## src/rtl/mftw_pkg.sv

```systemverilog
// Shared constants and types for the multi-function timer.
// Assumes an 8-bit register bus and a 2-bit rate field.
package mftw_pkg;
    localparam int unsigned DATA_W       = 8;
    localparam int unsigned RATE_W       = 2;
    localparam int unsigned BIT_TOF      = 7;
    localparam int unsigned BIT_RTIF     = 6;
    localparam int unsigned BIT_TOFIE    = 5;
    localparam int unsigned BIT_RTIE     = 4;
    localparam int unsigned BIT_ACK_TOF  = 3;
    localparam int unsigned BIT_ACK_RTIF = 2;

    typedef logic [RATE_W-1:0] rate_t;
    localparam rate_t RATE_RESET = '1;

    typedef struct packed {
        logic  tof_ie;
        logic  rti_ie;
        rate_t rate;
    } ctrl_t;
endpackage

```

## src/rtl/mftw_chain.sv

```systemverilog
// Prescaler, overflow counter and halving stage of the shared divider chain.
// Assumes PRE_DIV >= 2. A clear restarts every stage from zero.
module mftw_chain #(
    parameter int unsigned PRE_DIV  = 4,
    parameter int unsigned OVF_BITS = 8
) (
    input  logic clk,
    input  logic rst_n,
    input  logic clr,
    output logic ovf_evt,
    output logic rti_base_evt
);
    localparam int unsigned PRE_W = $clog2(PRE_DIV);
    localparam logic [PRE_W-1:0] PRE_LAST = PRE_W'(PRE_DIV - 1);

    logic [PRE_W-1:0]    pre_q;
    logic [OVF_BITS-1:0] ovf_q;
    logic                half_q;
    logic                base_tick;

    assign base_tick    = (pre_q == PRE_LAST);
    assign ovf_evt      = base_tick && (&ovf_q);
    assign rti_base_evt = ovf_evt && half_q;

    // Free-running prescaler producing the base tick.
    always_ff @(posedge clk) begin
        if (!rst_n || clr)  pre_q <= '0;
        else if (base_tick) pre_q <= '0;
        else                pre_q <= pre_q + 1'b1;
    end

    // Overflow counter advanced by the base tick.
    always_ff @(posedge clk) begin
        if (!rst_n || clr)  ovf_q <= '0;
        else if (base_tick) ovf_q <= ovf_q + 1'b1;
    end

    // Halving stage turning overflows into the real-time base.
    always_ff @(posedge clk) begin
        if (!rst_n || clr) half_q <= 1'b0;
        else if (ovf_evt)  half_q <= ~half_q;
    end
endmodule

```

## src/rtl/mftw_rate_sel.sv

```systemverilog
// Rate divider: passes one of every 2^rate real-time base events.
// Assumes the rate input is stable or its changes take effect at the next event.
module mftw_rate_sel #(
    parameter int unsigned RATE_W = 2
) (
    input  logic              clk,
    input  logic              rst_n,
    input  logic              clr,
    input  logic              base_evt,
    input  logic [RATE_W-1:0] rate,
    output logic              rti_tick
);
    localparam int unsigned NUM_RATES = 1 << RATE_W;
    localparam int unsigned CNT_W     = NUM_RATES - 1;

    logic [CNT_W-1:0]     cnt_q;
    logic [NUM_RATES-1:0] ready;

    assign ready[0] = 1'b1;
    for (genvar k = 1; k < NUM_RATES; k++) begin : g_ready
        assign ready[k] = &cnt_q[k-1:0];
    end

    assign rti_tick = base_evt && ready[rate];

    // Counts base events so each rate can pick its slice.
    always_ff @(posedge clk) begin
        if (!rst_n || clr) cnt_q <= '0;
        else if (base_evt) cnt_q <= cnt_q + 1'b1;
    end
endmodule

```

## src/rtl/mftw_wdog.sv

```systemverilog
// Always-on watchdog: counts real-time ticks and pulses on the DIV-th one.
// Assumes a service clear outranks both counting and expiry in the same cycle.
module mftw_wdog #(
    parameter int unsigned DIV = 64
) (
    input  logic clk,
    input  logic rst_n,
    input  logic tick,
    input  logic svc_clr,
    output logic expire,
    output logic wdog_rst
);
    localparam int unsigned CNT_W = $clog2(DIV);
    localparam logic [CNT_W-1:0] CNT_LAST = CNT_W'(DIV - 1);

    logic [CNT_W-1:0] cnt_q;

    assign expire = tick && (cnt_q == CNT_LAST) && !svc_clr;

    // Timeout counter, cleared by service or by its own expiry.
    always_ff @(posedge clk) begin
        if (!rst_n)                 cnt_q <= '0;
        else if (svc_clr || expire) cnt_q <= '0;
        else if (tick)              cnt_q <= cnt_q + 1'b1;
    end

    // One-cycle reset pulse.
    always_ff @(posedge clk) begin
        if (!rst_n) wdog_rst <= 1'b0;
        else        wdog_rst <= expire;
    end
endmodule

```

## src/rtl/mftw_csr.sv

```systemverilog
// Control/status register: flags with set-wins acknowledge, enables, rate field,
// read mux and interrupt request. Assumes the event inputs are one-cycle pulses.
module mftw_csr
    import mftw_pkg::*;
#(
    parameter int unsigned ADDR_W   = 4,
    parameter int unsigned CSR_ADDR = 0
) (
    input  logic              clk,
    input  logic              rst_n,
    input  logic [ADDR_W-1:0] bus_addr,
    input  logic              bus_we,
    input  logic [DATA_W-1:0] bus_wdata,
    input  logic              ovf_evt,
    input  logic              rti_tick,
    output rate_t             rate,
    output logic [DATA_W-1:0] bus_rdata,
    output logic              irq,
    output logic              tof,
    output logic              rtif
);
    localparam logic [ADDR_W-1:0] MY_ADDR = ADDR_W'(CSR_ADDR);

    ctrl_t ctrl_q;
    logic  hit;
    logic  csr_wr;

    assign hit    = (bus_addr == MY_ADDR);
    assign csr_wr = bus_we && hit;
    assign rate   = ctrl_q.rate;

    // Writable control fields.
    always_ff @(posedge clk) begin
        if (!rst_n) begin
            ctrl_q <= '{tof_ie: 1'b0, rti_ie: 1'b0, rate: RATE_RESET};
        end else if (csr_wr) begin
            ctrl_q.tof_ie <= bus_wdata[BIT_TOFIE];
            ctrl_q.rti_ie <= bus_wdata[BIT_RTIE];
            ctrl_q.rate   <= bus_wdata[RATE_W-1:0];
        end
    end

    // Overflow flag: a set beats a same-cycle acknowledge.
    always_ff @(posedge clk) begin
        if (!rst_n)                               tof <= 1'b0;
        else if (ovf_evt)                         tof <= 1'b1;
        else if (csr_wr && bus_wdata[BIT_ACK_TOF]) tof <= 1'b0;
    end

    // Real-time flag: a set beats a same-cycle acknowledge.
    always_ff @(posedge clk) begin
        if (!rst_n)                                rtif <= 1'b0;
        else if (rti_tick)                         rtif <= 1'b1;
        else if (csr_wr && bus_wdata[BIT_ACK_RTIF]) rtif <= 1'b0;
    end

    // Read mux; acknowledge bits always read zero.
    always_comb begin
        bus_rdata = '0;
        if (hit) begin
            bus_rdata[BIT_TOF]      = tof;
            bus_rdata[BIT_RTIF]     = rtif;
            bus_rdata[BIT_TOFIE]    = ctrl_q.tof_ie;
            bus_rdata[BIT_RTIE]     = ctrl_q.rti_ie;
            bus_rdata[RATE_W-1:0]   = ctrl_q.rate;
        end
    end

    // Interrupt request from the enabled flags.
    assign irq = (tof && ctrl_q.tof_ie) || (rtif && ctrl_q.rti_ie);
endmodule

```

## src/rtl/mft_watchdog.sv

```systemverilog
// Top: a shared divider chain feeding the overflow flag, the real-time flag and
// an always-on watchdog. Assumes a single clock and synchronous active-low reset.
module mft_watchdog
    import mftw_pkg::*;
#(
    parameter int unsigned ADDR_W   = 4,
    parameter int unsigned CSR_ADDR = 0,
    parameter int unsigned SVC_ADDR = 1,
    parameter int unsigned PRE_DIV  = 4,
    parameter int unsigned OVF_BITS = 8,
    parameter int unsigned WDOG_DIV = 64
) (
    input  logic              clk,
    input  logic              rst_n,
    input  logic              wait_in,
    input  logic [ADDR_W-1:0] bus_addr,
    input  logic              bus_we,
    input  logic [7:0]        bus_wdata,
    output logic [7:0]        bus_rdata,
    output logic              irq,
    output logic              wdog_rst
);
    localparam logic [ADDR_W-1:0] SVC_A = ADDR_W'(SVC_ADDR);

    logic  ovf_evt;
    logic  rti_base_evt;
    logic  rti_tick;
    logic  wd_tick;
    logic  wd_expire;
    logic  svc_clr;
    logic  run_en;
    logic  tof_flag;
    logic  rtif_flag;
    rate_t rate;

    // The watchdog ignores wait mode: counting is enabled in either state.
    assign run_en  = wait_in | 1'b1;
    assign wd_tick = rti_tick && run_en;
    assign svc_clr = bus_we && (bus_addr == SVC_A) && !bus_wdata[0];

    mftw_chain #(.PRE_DIV(PRE_DIV), .OVF_BITS(OVF_BITS)) u_chain (
        .clk          (clk),
        .rst_n        (rst_n),
        .clr          (wd_expire),
        .ovf_evt      (ovf_evt),
        .rti_base_evt (rti_base_evt)
    );

    mftw_rate_sel #(.RATE_W(RATE_W)) u_rate (
        .clk      (clk),
        .rst_n    (rst_n),
        .clr      (wd_expire),
        .base_evt (rti_base_evt),
        .rate     (rate),
        .rti_tick (rti_tick)
    );

    mftw_wdog #(.DIV(WDOG_DIV)) u_wdog (
        .clk      (clk),
        .rst_n    (rst_n),
        .tick     (wd_tick),
        .svc_clr  (svc_clr),
        .expire   (wd_expire),
        .wdog_rst (wdog_rst)
    );

    mftw_csr #(.ADDR_W(ADDR_W), .CSR_ADDR(CSR_ADDR)) u_csr (
        .clk       (clk),
        .rst_n     (rst_n),
        .bus_addr  (bus_addr),
        .bus_we    (bus_we),
        .bus_wdata (bus_wdata),
        .ovf_evt   (ovf_evt),
        .rti_tick  (rti_tick),
        .rate      (rate),
        .bus_rdata (bus_rdata),
        .irq       (irq),
        .tof       (tof_flag),
        .rtif      (rtif_flag)
    );
endmodule

```

## config.mk

```make
export PLATFORM = sky130hd
export DESIGN_NAME = mft_watchdog
export DESIGN_NICKNAME = d
export VERILOG_FILES = /design/src/rtl/mftw_pkg.sv /design/src/rtl/mftw_chain.sv /design/src/rtl/mftw_rate_sel.sv /design/src/rtl/mftw_wdog.sv /design/src/rtl/mftw_csr.sv /design/src/rtl/mft_watchdog.sv
export SDC_FILE = /design/constraint.sdc
export NUM_CORES = 1
export LEC_CHECK = 0
export CAP_MARGIN = 5
export CORE_MARGIN = 10
export CORE_UTILIZATION = 43
export DETAILED_ROUTE_END_ITERATION = 6
export DONT_BUFFER_PORTS = 1
export REMOVE_ABC_BUFFERS = 1
export SLEW_MARGIN = 15
export SYNTH_ARGS = -nofsm -noshare
export SYNTH_HDL_FRONTEND = slang
export SYNTH_SLANG_ARGS = --single-unit
```

## constraint.sdc

```tcl
create_clock -name clk -period 2.89 [get_ports clk]
set_input_delay 0.1445 -clock clk [delete_from_list [all_inputs] [get_ports clk]]
set_output_delay 0.1445 -clock clk [all_outputs]
set_load 0.005 [all_outputs]
```

==> flow_summary.rst <==
.. list-table::
   :header-rows: 1

   * - Metric
     - Value
   * - Result of the run
     - finished, final reports clean
   * - Startpoint of the worst setup timing path
     - u_chain.pre_q[0]$_SDFF_PP0_
   * - Row cnt
     - 20
   * - Part of the Yosys area used for sequential elements
     - 0.396
   * - Design internal power
     - 449 uW
   * - Synth Instances
     - roughly 150
   * - Post-synthesis register bit count
     - 27
   * - Commonest cells after routing, fill and taps aside
     - dfxtp_1 (27), nand2_1 (17), nor2_1 (12)
   * - Fillers
     - 317
   * - Unrepaired setup endpoints after global routing
     - no
   * - CTS Buf Count
     - 3
   * - Buffer depth of the longest clock path
     - 2
   * - Drt drc
     - 0
   * - Num ports
     - 26
   * - Startpoint of the lowest-slack register-to-register path
     - u_chain.pre_q[0]$_SDFF_PP0_
   * - Critical Path RT
     - roughly 3100 ps
   * - Critical path's largest stage delay
     - a little over 600 ps
   * - Core Util, Final
     - 0.490
   * - Instance area after placement
     - 1390 sq um
   * - Die Footprint
     - 5830 sq um
   * - Post-route fraction of the period consumed by the critical path
     - 0.703
   * - Pwr Density
     - about 380 nW/um^2
   * - Number of distinct library cells after synthesis
     - 42
   * - Detail-routed net length per standard cell
     - about 14 um
   * - Worst setup path class
     - reg -> reg
   * - Estimated wirelength of the detail-placed design
     - approximately 2100 um
   * - Dominant delay contributor by cell family on the critical path
     - compound AO/OA/AOI/OAI gates
   * - Total net switching power
     - roughly 130 uW
   * - First drt pass iteration count
     - 4
   * - Yosys Warn Count
     - 0
   * - Antenna cells
     - 0
   * - Chip height
     - ~76 um
   * - F_max
     - ~490 MHz
   * - Netlist Area Pre-Place
     - between 1000 and 1500 sq um
   * - CTS tree
     - built
   * - Path type of the worst min-delay path
     - in -> reg
   * - Leading cell type in the layout, fill and taps excluded
     - dfxtp_1
   * - Largest net degree at the start of global routing
     - 15
   * - Hold-fix buffer count after cts
     - 8
   * - Remaining Overflow, GRT
     - 0
   * - Root Buffer Master
     - clkbuf_4
   * - Detailed Route WL
     - ~2800 um
   * - Nets
     - 182
   * - Category of the worst setup path capture point
     - flip-flop
   * - Final number of hold-violating endpoints
     - 0
   * - Final critical-path required period
     - between 2000 and 2500 ps
   * - Proportion of power drawn by flip-flops and latches
     - 0.664
   * - Die Wd
     - roughly 76 um
   * - Proportion of layout cells with a drive suffix above 1
     - 0.0438
   * - Final max-slew violation count
     - 0
   * - Placer's final routability congestion estimate
     - 0.756
   * - Maximum clock skew at final layout
     - between 5 and 6 ps
   * - Hold Startpoint
     - rst_n
   * - Startpoint Class
     - flip-flop
   * - Reg clk slew, reported paths
     - roughly 130 ps
   * - Leakage Power
     - ~0.55 nW
   * - Number of max-capacitance violations reported
     - 0
   * - Mean instance size in the synthesized netlist
     - between 8 and 9 sq um
   * - DR vias/cell
     - about 5.4
   * - CP max FO
     - 10
   * - Sum of negative setup slack
     - 0 ps
   * - Crit path buf inv count
     - 0
   * - Antenna violations before repair
     - 0
   * - Clock latency on the worst-skew pair
     - ~310 ps
   * - Number of cells upsized or downsized after cts
     - 0
   * - Number of design-rule violations left by the first detailed-router iteration
     - 34
   * - Floorplan core area
     - 3050 sq um
   * - VDD IR-drop max
     - 0.000188 V
   * - Global router's overall resource usage
     - 0.0974
   * - Slowest stage cell on the critical path
     - o41ai_4
   * - Slew margin rel.
     - 0.597
   * - TritonCTS sink count
     - 27
   * - Final standard cell area without fillers
     - around 1500 sq um
   * - Initial core utilization
     - 0.447
   * - Final worst hold slack
     - around 37 ps
   * - Setup repair bufs after CTS
     - 0
   * - Antenna violation net count after detailed routing
     - 0
   * - Crit path DAT
     - around 2200 ps
   * - PnR Total Power
     - about 570 uW
   * - I/O Buffers
     - 0
   * - Clock network fraction of total power
     - 0.275
   * - Net switching share of the total power
     - 0.219
   * - Sequence of cells on the critical path
     - ha_1, and4_1, nand3_4, o41ai_4, nor3b_1
   * - Max H-tree Level
     - 1
   * - Gate power share
     - 0.060
   * - Area Overhead vs Synth
     - 9.62%
   * - Via count of the first global-routing pass
     - between 1000 and 1500
   * - Wire length of the first global-routing pass
     - approximately 4900 um
   * - Number of setup violations in the final report
     - 0
   * - Overall via count from detail_route
     - between 1000 and 1500
   * - Pin slew with the least headroom to its limit
     - approximately 600 ps
Yosys cell counts:
cell type | n | area [sq um]
dfxtp_1 | 27 | 541
clkbuf_1 | 2 | 7.51
buf_6 | 1 | 11.3
a41oi_1 | 1 | 8.76
nand3_1 | 10 | 50.1
nor3b_1 | 3 | 22.5
and4_1 | 2 | 17.5
mux2i_1 | 2 | 20.0
nor4_1 | 3 | 18.8
and3b_1 | 1 | 8.76
nand2b_1 | 1 | 6.26
o21ai_0 | 4 | 20.0
conb_1 | 1 | 3.75
a21boi_1 | 1 | 7.51
o21a_1 | 2 | 15.0
o2bb2ai_1 | 1 | 8.76
a32o_1 | 2 | 20.0
ha_1 | 5 | 62.6
or3_1 | 1 | 6.26
o221a_2 | 1 | 11.3
a21o_1 | 2 | 15.0
o31ai_1 | 1 | 7.51
o31a_1 | 1 | 8.76
and2_1 | 8 | 50.1
a22o_1 | 1 | 8.76
nand3b_1 | 1 | 7.51
nand2_1 | 17 | 63.8
a21oi_1 | 2 | 10.0
xnor2_1 | 3 | 26.3
o32ai_1 | 1 | 8.76
and3_1 | 5 | 31.3
a21boi_0 | 3 | 22.5
xor2_1 | 5 | 43.8
inv_1 | 2 | 7.51
buf_4 | 3 | 22.5
or4_1 | 1 | 7.51
nor2_1 | 12 | 45.0
o41ai_4 | 1 | 27.5
nand3_4 | 1 | 17.5
nand4_1 | 5 | 31.3
o211ai_1 | 2 | 15.0
nor3_1 | 4 | 20.0
cell type report:
| type | count | area (sq um) | area share |
|---|---|---|---|
| multi-input combinational | 118 | 779 | 0.521 |
| inverter | 2 | 7.51 | 0.00502 |
| clock buffer | 4 | 26.3 | 0.0176 |
| sequential | 27 | 541 | 0.361 |
| timing repair buffer | 9 | 87.6 | 0.0585 |
| tap | 44 | 55.1 | 0.0368 |
logic make-up (layout without fill, tap and decap cells):
group | Yosys count | after routing | share of synthesized area
AO/OA/AOI/OAI | 26 | 26 | 0.158
XOR/XNOR | 8 | 8 | 0.0513
other | 1 | 2 | 0.00275
flip-flops | 27 | 27 | 0.396
buffers and inverters | 8 | 15 | 0.0357
adder cells (fa/ha/maj) | 5 | 5 | 0.0458
multiplexers | 2 | 2 | 0.0147
AND/OR/NAND/NOR | 75 | 75 | 0.296
worst reg2reg max path, delay by kind of cell, from the launching register on:
family                   cells  cell delay, ps
adder cells (fa/ha/maj)      1             340
AO/OA/AOI/OAI                1             610
flip-flops                   1             370
AND/OR/NAND/NOR              3             600
per-stage QoR:
stage	instances	worst slack [ps]
5_1_grt	204	671
6_report	204	860
4_1_cts	204	827
2_1_floorplan	147	1140
3_5_place_dp	192	824
3_3_place_gp	192	882
registers in the layout, indices dropped and copies added, names as in the netlist:
signal / count
u_csr.rate: 2
u_chain.half_q: 1
u_wdog.cnt_q: 6
u_rate.cnt_q: 3
u_csr.rtif: 1
u_chain.ovf_q: 8
u_csr.ctrl_q: 2
u_csr.tof: 1
u_wdog.wdog_rst: 1
u_chain.pre_q: 2
power groups by stage:
stage / clock network, mW / logic (mW) / registers [mW]
detailed placement: 0 / 0.0275 / 0.390
finish: 0.158 / 0.0346 / 0.382
CTS: 0.168 / 0.0351 / 0.382
floorplan: 0 / 0.0216 / 0.389
global route: 0.188 / 0.0396 / 0.382
global placement: 0 / 0.0257 / 0.389
per-layer routing:
layer | up-vias | share of wire | track usage | wire [um]
li1 | 569 | - | - | -
met1 | 516 | 0.45 | 0.110 | 1270
met2 | 23 | 0.48 | 0.168 | 1350
met3 | 2 | 0.062 | 0.0425 | 174
met4 | 0 | 0.0068 | 0.0167 | 19
met5 | - | 0 | 0 | 0
final timing paths:
path / to / slack [ps] / depth (start not counted)
worst max-delay path: u_chain.pre_q[1]$_SDFF_PP0_ / 860 / 5
worst min-delay path: u_wdog.cnt_q[4]$_SDFFE_PP0P_ / 40 / 2
worst max register to register: u_chain.pre_q[1]$_SDFF_PP0_ / 860 / 5
worst min register to register: u_chain.pre_q[0]$_SDFF_PP0_ / 450 / 1
Power figures use the tool's default switching activity.
